**config.mk**
```make
export PLATFORM = sky130hd
export DESIGN_NAME = cap_timer_chan
export DESIGN_NICKNAME = d
export VERILOG_FILES = /design/src/rtl/cap_pkg.sv /design/src/rtl/cap_edge_det.sv /design/src/rtl/cap_counter.sv /design/src/rtl/cap_regs.sv /design/src/rtl/cap_timer_chan.sv
export SDC_FILE = /design/constraint.sdc
export NUM_CORES = 1
export LEC_CHECK = 0
export BUFFER_PORTS_ARGS = -buffer_cell sky130_fd_sc_hd__buf_2
export CAP_MARGIN = 5
export CORE_ASPECT_RATIO = 1.25
export CORE_MARGIN = 2
export CORE_UTILIZATION = 53
export CTS_CLUSTER_SIZE = 25
export DETAILED_ROUTE_END_ITERATION = 7
export PLACE_DENSITY_LB_ADDON = 0.3
export SYNTH_ARGS = -nofsm -noshare
export SYNTH_HDL_FRONTEND = slang
export SYNTH_SLANG_ARGS = --single-unit
```
**constraint.sdc**
```tcl
create_clock -name clk -period 5.8 [get_ports clk]
set_input_delay 1.45 -clock clk [delete_from_list [all_inputs] [get_ports clk]]
set_output_delay 1.45 -clock clk [all_outputs]
set_load 0.02 [all_outputs]
```
**src/rtl/cap_pkg.sv**
```systemverilog
package cap_pkg;

  typedef enum logic [1:0] {
    EDG_OFF  = 2'd0,
    EDG_RISE = 2'd1,
    EDG_FALL = 2'd2,
    EDG_ANY  = 2'd3
  } edge_mode_e;

  localparam int unsigned NSTAT   = 8;
  localparam int unsigned SB_OVF  = 0;
  localparam int unsigned SB_LOVR = 1;
  localparam int unsigned SB_CMPC = 4;
  localparam int unsigned SB_LDA  = 5;
  localparam int unsigned SB_LDB  = 6;
  localparam int unsigned SB_TRG  = 7;

  // Edge qualifier shared by both capture selectors and the trigger selector.
  function automatic logic edge_hit(input logic [1:0] mode, input logic rise, input logic fall);
    case (edge_mode_e'(mode))
      EDG_RISE: return rise;
      EDG_FALL: return fall;
      EDG_ANY:  return rise | fall;
      default:  return 1'b0;
    endcase
  endfunction

  // Sticky flags: a new event survives a same-cycle clear.
  function automatic logic [NSTAT-1:0] stat_next(input logic [NSTAT-1:0] cur,
                                                 input logic clr,
                                                 input logic [NSTAT-1:0] ev);
    return (clr ? '0 : cur) | ev;
  endfunction

  // Mask update: clear wins over set.
  function automatic logic [NSTAT-1:0] mask_next(input logic [NSTAT-1:0] cur,
                                                 input logic [NSTAT-1:0] set,
                                                 input logic [NSTAT-1:0] clr);
    return (cur | set) & ~clr;
  endfunction

endpackage

```
**src/rtl/cap_edge_det.sv**
```systemverilog
module cap_edge_det #(
  parameter int NPIN = 2
) (
  input  logic            clk,
  input  logic            rst_n,
  input  logic [NPIN-1:0] pin,
  output logic [NPIN-1:0] rise,
  output logic [NPIN-1:0] fall
);
  logic [NPIN-1:0] prev_q;

  always_ff @(posedge clk or negedge rst_n) begin
    if (!rst_n) prev_q <= '0;
    else        prev_q <= pin;
  end

  generate
    for (genvar i = 0; i < NPIN; i++) begin : g_pin
      assign rise[i] =  pin[i] & ~prev_q[i];
      assign fall[i] = ~pin[i] &  prev_q[i];
    end
  endgenerate
endmodule

```
**src/rtl/cap_counter.sv**
```systemverilog
module cap_counter #(
  parameter int W = 16
) (
  input  logic         clk,
  input  logic         rst_n,
  input  logic         cnt_tick,
  input  logic         clk_on,
  input  logic         clk_off,
  input  logic         trg_ev,
  input  logic         ld_b_ev,
  input  logic         cfg_stop_b,
  input  logic         cfg_dis_b,
  input  logic         cfg_cmp_rst,
  input  logic [W-1:0] cmp_val,
  output logic [W-1:0] cnt_q,
  output logic         clk_active,
  output logic         cmp_ev,
  output logic         ovf_ev
);
  localparam logic [W-1:0] CNT_MAX = '1;
  localparam logic [W-1:0] CNT_ONE = {{(W-1){1'b0}}, 1'b1};

  logic stopped_q;
  logic halt_now;
  logic adv_ev;
  logic cmp_rst_ev;

  function automatic logic [W-1:0] count_next(input logic [W-1:0] cur,
                                               input logic zero,
                                               input logic step);
    if (zero) return '0;
    if (step) return cur + CNT_ONE;
    return cur;
  endfunction

  assign halt_now   = ld_b_ev & (cfg_stop_b | cfg_dis_b);
  assign adv_ev     = clk_active & ~stopped_q & cnt_tick & ~halt_now;
  assign cmp_ev     = adv_ev & (cnt_q == cmp_val);
  assign cmp_rst_ev = cmp_ev & cfg_cmp_rst;
  assign ovf_ev     = adv_ev & (cnt_q == CNT_MAX) & ~cmp_rst_ev & ~trg_ev;

  always_ff @(posedge clk or negedge rst_n) begin
    if (!rst_n) begin
      cnt_q      <= '0;
      stopped_q  <= 1'b0;
      clk_active <= 1'b0;
    end else begin
      cnt_q <= count_next(cnt_q, trg_ev | cmp_rst_ev, adv_ev);
      if (trg_ev)                       stopped_q <= 1'b0;
      else if (ld_b_ev && cfg_stop_b)   stopped_q <= 1'b1;
      if (clk_off || (ld_b_ev && cfg_dis_b)) clk_active <= 1'b0;
      else if (clk_on)                       clk_active <= 1'b1;
    end
  end
endmodule

```
**src/rtl/cap_regs.sv**
```systemverilog
module cap_regs
  import cap_pkg::*;
#(
  parameter int W = 16
) (
  input  logic             clk,
  input  logic             rst_n,
  input  logic             rise_a,
  input  logic             fall_a,
  input  logic [1:0]       cfg_lda,
  input  logic [1:0]       cfg_ldb,
  input  logic [W-1:0]     cnt_q,
  input  logic             trg_ev,
  input  logic             cmp_ev,
  input  logic             ovf_ev,
  input  logic             rd_a,
  input  logic             rd_b,
  input  logic             rd_stat,
  input  logic             ier_wr,
  input  logic [NSTAT-1:0] ier_data,
  input  logic             idr_wr,
  input  logic [NSTAT-1:0] idr_data,
  output logic [W-1:0]     cap_a,
  output logic [W-1:0]     cap_b,
  output logic [NSTAT-1:0] status,
  output logic [NSTAT-1:0] mask,
  output logic             irq,
  output logic             ld_a_ev,
  output logic             ld_b_ev
);
  logic             wait_b_q;
  logic             a_full_q;
  logic             b_full_q;
  logic             ovr_ev;
  logic [NSTAT-1:0] ev;

  assign ld_a_ev = edge_hit(cfg_lda, rise_a, fall_a) & ~wait_b_q;
  assign ld_b_ev = edge_hit(cfg_ldb, rise_a, fall_a) &  wait_b_q;
  assign ovr_ev  = (ld_a_ev & a_full_q) | (ld_b_ev & b_full_q);

  always_comb begin
    ev          = '0;
    ev[SB_OVF]  = ovf_ev;
    ev[SB_LOVR] = ovr_ev;
    ev[SB_CMPC] = cmp_ev;
    ev[SB_LDA]  = ld_a_ev;
    ev[SB_LDB]  = ld_b_ev;
    ev[SB_TRG]  = trg_ev;
  end

  always_ff @(posedge clk or negedge rst_n) begin
    if (!rst_n) begin
      cap_a    <= '0;
      cap_b    <= '0;
      wait_b_q <= 1'b0;
      a_full_q <= 1'b0;
      b_full_q <= 1'b0;
      status   <= '0;
      mask     <= '0;
    end else begin
      if (ld_a_ev) begin
        cap_a    <= cnt_q;
        wait_b_q <= 1'b1;
      end else if (ld_b_ev) begin
        cap_b    <= cnt_q;
        wait_b_q <= 1'b0;
      end
      if (ld_a_ev)   a_full_q <= 1'b1;
      else if (rd_a) a_full_q <= 1'b0;
      if (ld_b_ev)   b_full_q <= 1'b1;
      else if (rd_b) b_full_q <= 1'b0;
      status <= stat_next(status, rd_stat, ev);
      mask   <= mask_next(mask, ier_wr ? ier_data : '0, idr_wr ? idr_data : '0);
    end
  end

  assign irq = |(status & mask);
endmodule

```
**src/rtl/cap_timer_chan.sv**
```systemverilog
module cap_timer_chan
  import cap_pkg::*;
#(
  parameter int W = 16
) (
  input  logic         clk,
  input  logic         rst_n,
  input  logic         cnt_tick,
  input  logic         pin_a,
  input  logic         pin_b,
  input  logic         clk_on,
  input  logic         clk_off,
  input  logic [1:0]   cfg_lda,
  input  logic [1:0]   cfg_ldb,
  input  logic [1:0]   cfg_trg_edge,
  input  logic         cfg_trg_from_a,
  input  logic         cfg_cmp_rst,
  input  logic         cfg_stop_b,
  input  logic         cfg_dis_b,
  input  logic [W-1:0] cmp_c,
  input  logic         rd_a,
  input  logic         rd_b,
  input  logic         rd_stat,
  input  logic         ier_wr,
  input  logic [7:0]   ier_data,
  input  logic         idr_wr,
  input  logic [7:0]   idr_data,
  output logic [W-1:0] cnt_val,
  output logic         clk_active,
  output logic [W-1:0] cap_a,
  output logic [W-1:0] cap_b,
  output logic [7:0]   status,
  output logic [7:0]   mask,
  output logic         irq
);
  localparam int NPIN = 2;

  logic [NPIN-1:0] rise;
  logic [NPIN-1:0] fall;
  logic            trg_ev;
  logic            ld_a_ev;
  logic            ld_b_ev;
  logic            cmp_ev;
  logic            ovf_ev;

  cap_edge_det #(.NPIN(NPIN)) u_edge (
    .clk  (clk),
    .rst_n(rst_n),
    .pin  ({pin_b, pin_a}),
    .rise (rise),
    .fall (fall)
  );

  assign trg_ev = edge_hit(cfg_trg_edge,
                           cfg_trg_from_a ? rise[0] : rise[1],
                           cfg_trg_from_a ? fall[0] : fall[1]);

  cap_counter #(.W(W)) u_cnt (
    .clk        (clk),
    .rst_n      (rst_n),
    .cnt_tick   (cnt_tick),
    .clk_on     (clk_on),
    .clk_off    (clk_off),
    .trg_ev     (trg_ev),
    .ld_b_ev    (ld_b_ev),
    .cfg_stop_b (cfg_stop_b),
    .cfg_dis_b  (cfg_dis_b),
    .cfg_cmp_rst(cfg_cmp_rst),
    .cmp_val    (cmp_c),
    .cnt_q      (cnt_val),
    .clk_active (clk_active),
    .cmp_ev     (cmp_ev),
    .ovf_ev     (ovf_ev)
  );

  cap_regs #(.W(W)) u_regs (
    .clk     (clk),
    .rst_n   (rst_n),
    .rise_a  (rise[0]),
    .fall_a  (fall[0]),
    .cfg_lda (cfg_lda),
    .cfg_ldb (cfg_ldb),
    .cnt_q   (cnt_val),
    .trg_ev  (trg_ev),
    .cmp_ev  (cmp_ev),
    .ovf_ev  (ovf_ev),
    .rd_a    (rd_a),
    .rd_b    (rd_b),
    .rd_stat (rd_stat),
    .ier_wr  (ier_wr),
    .ier_data(ier_data),
    .idr_wr  (idr_wr),
    .idr_data(idr_data),
    .cap_a   (cap_a),
    .cap_b   (cap_b),
    .status  (status),
    .mask    (mask),
    .irq     (irq),
    .ld_a_ev (ld_a_ev),
    .ld_b_ev (ld_b_ev)
  );
endmodule

```
==> results.json, run 1 <==
{
  "outcome": "completed",
  "rsz0062_at_grt": "no",
  "synth_warnings": 0,
  "whs_ps": 506,
  "synth_seq_cells": 69,
  "core_sq_um": 6130,
  "synth_cells": 270,
  "cap_violations": 0,
  "setup_tns_ps": 0,
  "met1_usage_pct": 28.7,
  "start_util_pct": 54.1,
  "fin_crit_sh_pct": 56.9,
  "io_buffers": 117,
  "regToRegEndpoint": "u_regs.status[0]$_DFF_PN0_",
  "grtUsageMet2_pct": 37.3,
  "intPower_mw": 0.802,
  "synth_ff_type": "dfrtp_1",
  "track_usage_pct": 22.6,
  "die_area_sq_um": 6910,
  "die_x_microns": 74.8,
  "cts-root-buf": "clkbuf_8",
  "cts_resized": 0,
  "cts_tree": "done",
  "vias": 2457,
  "routed_wl_mm": 7.15,
  "slew_violations": 0,
  "cts_buffers": 9,
  "clk_latency_ps": 340,
  "use_met3_pct": 3.37,
  "postLayoutCoreUtil_pct": 67.2,
  "skew_ps": 8.68,
  "nNetsFinal": 442,
  "clock_path_buffers": 2,
  "drc_errors": 0,
  "cp.arrival_ps": 3550,
  "rr_worst_depth": 6,
  "row_count": 32,
  "io-pin-count": 120,
  "power.switching_mw": 0.323,
  "busiest_layer": "met2",
  "hold_class": "reg2reg",
  "dp_slack_ps": 2150,
  "cts_sinks": 69,
  "avgViaCountPerCell": 5.17,
  "final-setup-viol-count": 0,
  "synth.top_cell.area_share_pct": 52.1,
  "crit_fanout": 18,
  "synth_edf_count": 0,
  "netlist_area_sq_um": 3320,
  "powerDensity_nw_per_um2": 273,
  "pwr-share-clk_pct": 34.6,
  "r2r_start": "u_edge.prev_q[0]$_DFF_PN0_",
  "grt-ovfl-total": 0,
  "diodes": 0,
  "cts_setup_buffers": 0,
  "slew_headroom_pct": 28.2,
  "htree_levels": 3,
  "ys_types": 47,
  "synth_top_cell_by_area": "dfrtp_1",
  "comb_power_share_pct": 17.1,
  "finalHoldViolations": 0,
  "dp_hpwl_mm": 5.25,
  "synthArstFlopShare_pct": 100,
  "ctsHoldBuffers": 0,
  "die_y_microns": 92.4,
  "grt_antenna_before_repair": 0,
  "syn_to_final_growth_pct": 24.2,
  "power_leakage_nw": 2.12,
  "post-route-min-period_ps": 3300,
  "hold_start": "u_regs.cap_b[4]$_DFFE_PN0P_",
  "grt_pass1_vias": 2474,
  "avgSynthCellArea_sq_um": 12.3,
  "grt_pass1_wl_mm": 11.8,
  "drive_gt1_share_pct": 49.7,
  "nFillCells": 513,
  "r2r_slack_ps": 3370,
  "critPathRequiredTime_ps": 6050,
  "hold-path-cell-count": 1,
  "ys_seq_area_share_pct": 52.1,
  "clock.fmax_mhz": 303,
  "clkTransAtPathRegs_ps": 70,
  "tightest_slew_ps": 1080,
  "gp_congestion": 0.791,
  "antenna_left": 0,
  "ir_drop_uv": 183,
  "yosys-top-cells-area": "dfrtp_1 52%, mux2_2 11%, xnor2_1 7.9%, a21oi_1 3.3%, nor2_2 2.3%",
  "swShare_pct": 28.7,
  "layout_setup_ws_ps": 2500,
  "path_class": "in2reg",
  "wire_per_inst_microns": 15.0,
  "start_kind": "primary input",
  "grt_max_degree": 70,
  "min_to": "u_regs.cap_b[4]$_DFFE_PN0P_",
  "first_pass_iters": 4,
  "cp-end-kind": "flip-flop",
  "seq_power_share_pct": 48.3,
  "drtIter0Drc": 123
}
==> power groups by stage <==
stage          clock network, mW  logic [mW]  registers [mW]
5_1_grt                    0.420       0.210           0.548
3_5_place_dp                   0       0.195           0.551
3_3_place_gp                   0       0.192           0.550
6_report                   0.389       0.193           0.543
2_1_floorplan                  0      0.0960           0.577
4_1_cts                    0.397       0.196           0.543
==> cells by family (layout without fill, tap and decap cells) <==
logic type                 after synthesis  after routing  synth area share [%]
AOI/OAI and AO/OA                       47             47                  9.36
xor gates and xnor gates                30             30                  7.92
adders and majority gates                3              3                  1.13
buffers and inverters                   26            145                  4.53
DFF                                     69             69                  52.1
muxes                                   32             32                  10.9
other                                    1              2                 0.113
and+or+nand+nor                         62             62                  14.0
==> through the flow <==
stage | std cells | area (sq um) | power [mW]
final | 475 | 4120 | 1.12
after floorplan | 271 | 3320 | 0.673
after global placement | 459 | 3920 | 0.742
after CTS | 475 | 4120 | 1.13
after detailed placement | 459 | 3920 | 0.746
after global routing | 475 | 4120 | 1.18
==> critical path, stage by stage <==
cell and delay, ps:
buf_2 100, inv_1 40, ha_1 330, nor2b_4 130
o311a_1 760, nor2_2 110, a31o_4 360, o32ai_2 270
==> cell type report <==
class	instances	area, sq um	share of cell area [%]
Sequential cell	69	1730	41.9
Multi-Input combinational cell	176	1450	35.1
Timing Repair Buffer	118	596	14.5
Clock buffer	11	141	3.43
Tap cell	85	106	2.58
Clock inverter	5	60.1	1.46
Inverter	11	41.3	1.00
==> worst max-delay path by stage <==
stage,slack (ps),cells after the start,from,endpoint
after floorplan,2740,7,pin_a,u_regs.cap_a[10]$_DFFE_PN0P_
after global placement,2190,8,pin_a,u_regs.status[0]$_DFF_PN0_
after detailed placement,2150,8,pin_a,u_regs.status[0]$_DFF_PN0_
after CTS,2500,8,pin_a,u_regs.status[0]$_DFF_PN0_
after global routing,2400,8,pin_a,u_regs.status[0]$_DFF_PN0_
final,2500,8,pin_a,u_regs.status[0]$_DFF_PN0_
==> registers in the layout (all words and copies together) (netlist names) <==
| register | cells |
|---|---|
| u_cnt.stopped_q | 1 |
| u_regs.status | 6 |
| u_cnt.clk_active | 1 |
| u_regs.cap_a | 16 |
| u_regs.b_full_q | 1 |
| u_regs.a_full_q | 1 |
| u_regs.wait_b_q | 1 |
| u_regs.cap_b | 16 |
| u_regs.mask | 8 |
| u_cnt.cnt_q | 16 |
| u_edge.prev_q | 2 |
==> Yosys cell counts (2+ instances only) <==
master / count
nand3b_1: 2
o21ai_0: 4
a21o_1: 6
nor2b_1: 3
and4_1: 3
buf_4: 3
xnor2_1: 30
nor3_2: 6
a22oi_1: 4
ha_1: 3
dfrtp_1: 69
a21oi_1: 22
nor3b_1: 5
nor2_2: 12
nor2_1: 6
buf_6: 3
nand3_1: 5
inv_1: 11
buf_2: 5
mux2_2: 32
nand2_1: 6
nand4_1: 5
==> metal layers <==
layer	share of wire, %	wire length [microns]
met5	0	0
met4	2.4	170
met3	3.9	281
met2	52	3710
met1	42	2980
==> cell usage in the layout, fill, tap and decap left out, types with 2 or more instances in the layout <==
master    count
dfrtp_1      69
nor2_2       12
and4_1        3
buf_4         2
xnor2_1      30
nor2b_1       3
clkinv_4      2
nand2_1       6
conb_1        2
nor3_2        6
nand3b_1      2
ha_1          3
nor2_1        6
o21ai_0       4
buf_2       116
a21oi_1      21
a22oi_1       4
mux2_2       32
inv_1        11
a21o_1        6
nand4_1       5
nor3b_1       5
a21oi_2       2
nand3_1       5
clkbuf_8     10
(Power assumes the default switching activity.)
==> inputs of run 2 (changes only) <==
--- a/config.mk
+++ b/config.mk
@@ -9,7 +9,7 @@
 export CAP_MARGIN = 5
 export CORE_ASPECT_RATIO = 1.25
 export CORE_MARGIN = 2
-export CORE_UTILIZATION = 53
+export CORE_UTILIZATION = 50
 export CTS_CLUSTER_SIZE = 25
 export DETAILED_ROUTE_END_ITERATION = 7
 export PLACE_DENSITY_LB_ADDON = 0.3
==> constraint.sdc (replaced) <==
create_clock -name clk -period 3.2 [get_ports clk]
set_input_delay 0.8 -clock clk [delete_from_list [all_inputs] [get_ports clk]]
set_output_delay 0.8 -clock clk [all_outputs]
set_load 0.02 [all_outputs]
==> run 2 against run 1 <==
Compared with the run above:
- combinational power rose by 85%
- cell count grew 1.1%
- design area is 0.73% higher
- clock-buffer cell count is the same
- utilization down 3.2 points
- worst setup slack lost 1600 ps
- highest routed layer unchanged
==> results.json, run 2 (synthesized netlist as in run 1, its figures left out) <==
{
  "outcome": "completed",
  "skew_ps": 12.2,
  "grt_max_degree": 70,
  "cp-end-kind": "flip-flop",
  "antenna_left": 0,
  "cap_violations": 0,
  "syn_to_final_growth_pct": 25.1,
  "start_util_pct": 51.2,
  "grt-ovfl-total": 0,
  "power.switching_mw": 0.587,
  "grt_pass1_wl_mm": 11.8,
  "core_sq_um": 6480,
  "dp_hpwl_mm": 5.30,
  "seq_power_share_pct": 47.8,
  "slew_violations": 0,
  "cp.arrival_ps": 2500,
  "nFillCells": 534,
  "drtIter0Drc": 87,
  "comb_power_share_pct": 17.4,
  "drive_gt1_share_pct": 50.4,
  "vias": 2484,
  "first_pass_iters": 4,
  "io-pin-count": 120,
  "slowest_delay_ps": 340,
  "critical_path.slowest_cell": "o311a_1",
  "clock.fmax_mhz": 440,
  "grt_pass1_vias": 2545,
  "ctsHoldBuffers": 0,
  "reg_top3": "u_cnt.cnt_q: 16 flops, u_regs.cap_a: 16 flops, u_regs.cap_b: 16 flops",
  "htree_levels": 3,
  "postLayoutCoreUtil_pct": 64.0,
  "ir_drop_uv": 276,
  "power_leakage_nw": 2.14,
  "whs_ps": 482,
  "critPathTopFamily": "compound AO/OA/AOI/OAI gates",
  "nNetsFinal": 446,
  "slew_headroom_pct": 41.8,
  "diodes": 0,
  "fin_crit_sh_pct": 71.0,
  "tightest_slew_ps": 873,
  "crit_chain": "buf_2 -> inv_1 -> ha_1 -> nor2b_4 -> o311a_1 -> buf_4 -> nor2_2 -> a31o_4 -> o32ai_2",
  "path_class": "in2reg",
  "cts_tree": "done",
  "powerDensity_nw_per_um2": 497,
  "rsz0062_at_grt": "no",
  "r2r_slack_ps": 1130,
  "die_y_microns": 95.1,
  "row_count": 33,
  "cp.buffers_inverters": 3,
  "final_cell_mix": "116 x buf_2, 69 x dfrtp_1, 32 x mux2_2, 30 x xnor2_1, 21 x a21oi_1",
  "die_x_microns": 76.9,
  "post-route-min-period_ps": 2270,
  "avgViaCountPerCell": 5.18,
  "critPathRequiredTime_ps": 3430,
  "mostFrequentLayoutCell": "buf_2",
  "routed_wl_mm": 7.24,
  "clkTransAtPathRegs_ps": 70,
  "clock_path_buffers": 2,
  "cts_sinks": 69,
  "setup_tns_ps": 0,
  "track_usage_pct": 21.0,
  "cts-root-buf": "clkbuf_8",
  "pwr-share-clk_pct": 34.9,
  "start_kind": "primary input",
  "intPower_mw": 1.47,
  "gp_congestion": 0.784,
  "grt_antenna_before_repair": 0,
  "wire_per_inst_microns": 15.1,
  "swShare_pct": 28.5,
  "placed_cells": 465,
  "cts_buffers": 9,
  "cts_resized": 0,
  "drc_errors": 0,
  "finalHoldViolations": 0,
  "clk_latency_ps": 350,
  "hold_class": "reg2reg",
  "final-setup-viol-count": 0,
  "cts_setup_buffers": 0,
  "final_cells": 480,
  "io_buffers": 117,
  "die_area_sq_um": 7310,
  "crit_fanout": 18
}
## run 2: cell types whose count changed in the layout (fill, tap and decap cells not counted)
| cell | change |
|---|---|
| clkinv_4 | -2 |
| clkinv_2 | +1 |
| buf_4 | +4 |
| clkbuf_1 | -1 |
| clkbuf_8 | +1 |
## run 2: per-layer routing
layer	track usage (%)	vias to the layer above	wire, microns
met3	3.98	12	307
li1	-	1174	-
met1	24.6	1233	3030
met5	0	-	0
met4	10.3	0	141
met2	37.3	65	3770
## run 2: area by class of cell
class / count / area (sq um) / share of cell area (%)
clock buffer: 11 / 151 / 3.65
clock inverter: 4 / 47.5 / 1.15
inverter: 11 / 41.3 / 0.995
multi-input combinational: 176 / 1450 / 34.9
sequential: 69 / 1730 / 41.6
tap: 87 / 109 / 2.62
timing repair buffer: 122 / 626 / 15.1
## run 2: power groups by stage
| stage | registers, mW | clock network, mW | logic, mW |
|---|---|---|---|
| floorplan | 1.05 | 0 | 0.174 |
| global placement | 0.997 | 0 | 0.355 |
| detailed placement | 1.00 | 0 | 0.361 |
| CTS | 0.984 | 0.727 | 0.363 |
| global route | 0.993 | 0.765 | 0.392 |
| finish | 0.984 | 0.718 | 0.357 |
## run 2: worst reg2reg max path: stages, from the launching register on
cell and delay, ps:
dfrtp_1 380, ha_1 340, nor2b_4 50, o311a_1 340, buf_4 220, nor2_2 160, a31o_4 330, o32ai_2 130
## run 2: worst paths after layout
check | start | to | cells past startpoint
hold reg to reg | u_regs.b_full_q$_DFFE_PN0P_ | u_regs.b_full_q$_DFFE_PN0P_ | 1
hold / removal | u_regs.b_full_q$_DFFE_PN0P_ | u_regs.b_full_q$_DFFE_PN0P_ | 1
min in group asynchronous | rst_n | u_edge.prev_q[0]$_DFF_PN0_ | 1
max in group asynchronous | rst_n | u_cnt.cnt_q[5]$_DFFE_PN0P_ | 1
setup / recovery | pin_a | u_regs.status[0]$_DFF_PN0_ | 9
setup reg to reg | u_edge.prev_q[0]$_DFF_PN0_ | u_regs.status[0]$_DFF_PN0_ | 7
## run 2: through the flow
step	total power, mW	setup WS (ps)	instance area, sq um
floorplan	1.22	787	3320
global placement	1.35	580	3950
detailed placement	1.36	551	3950
CTS	2.07	918	4150
global route	2.15	811	4150
finish	2.06	927	4150
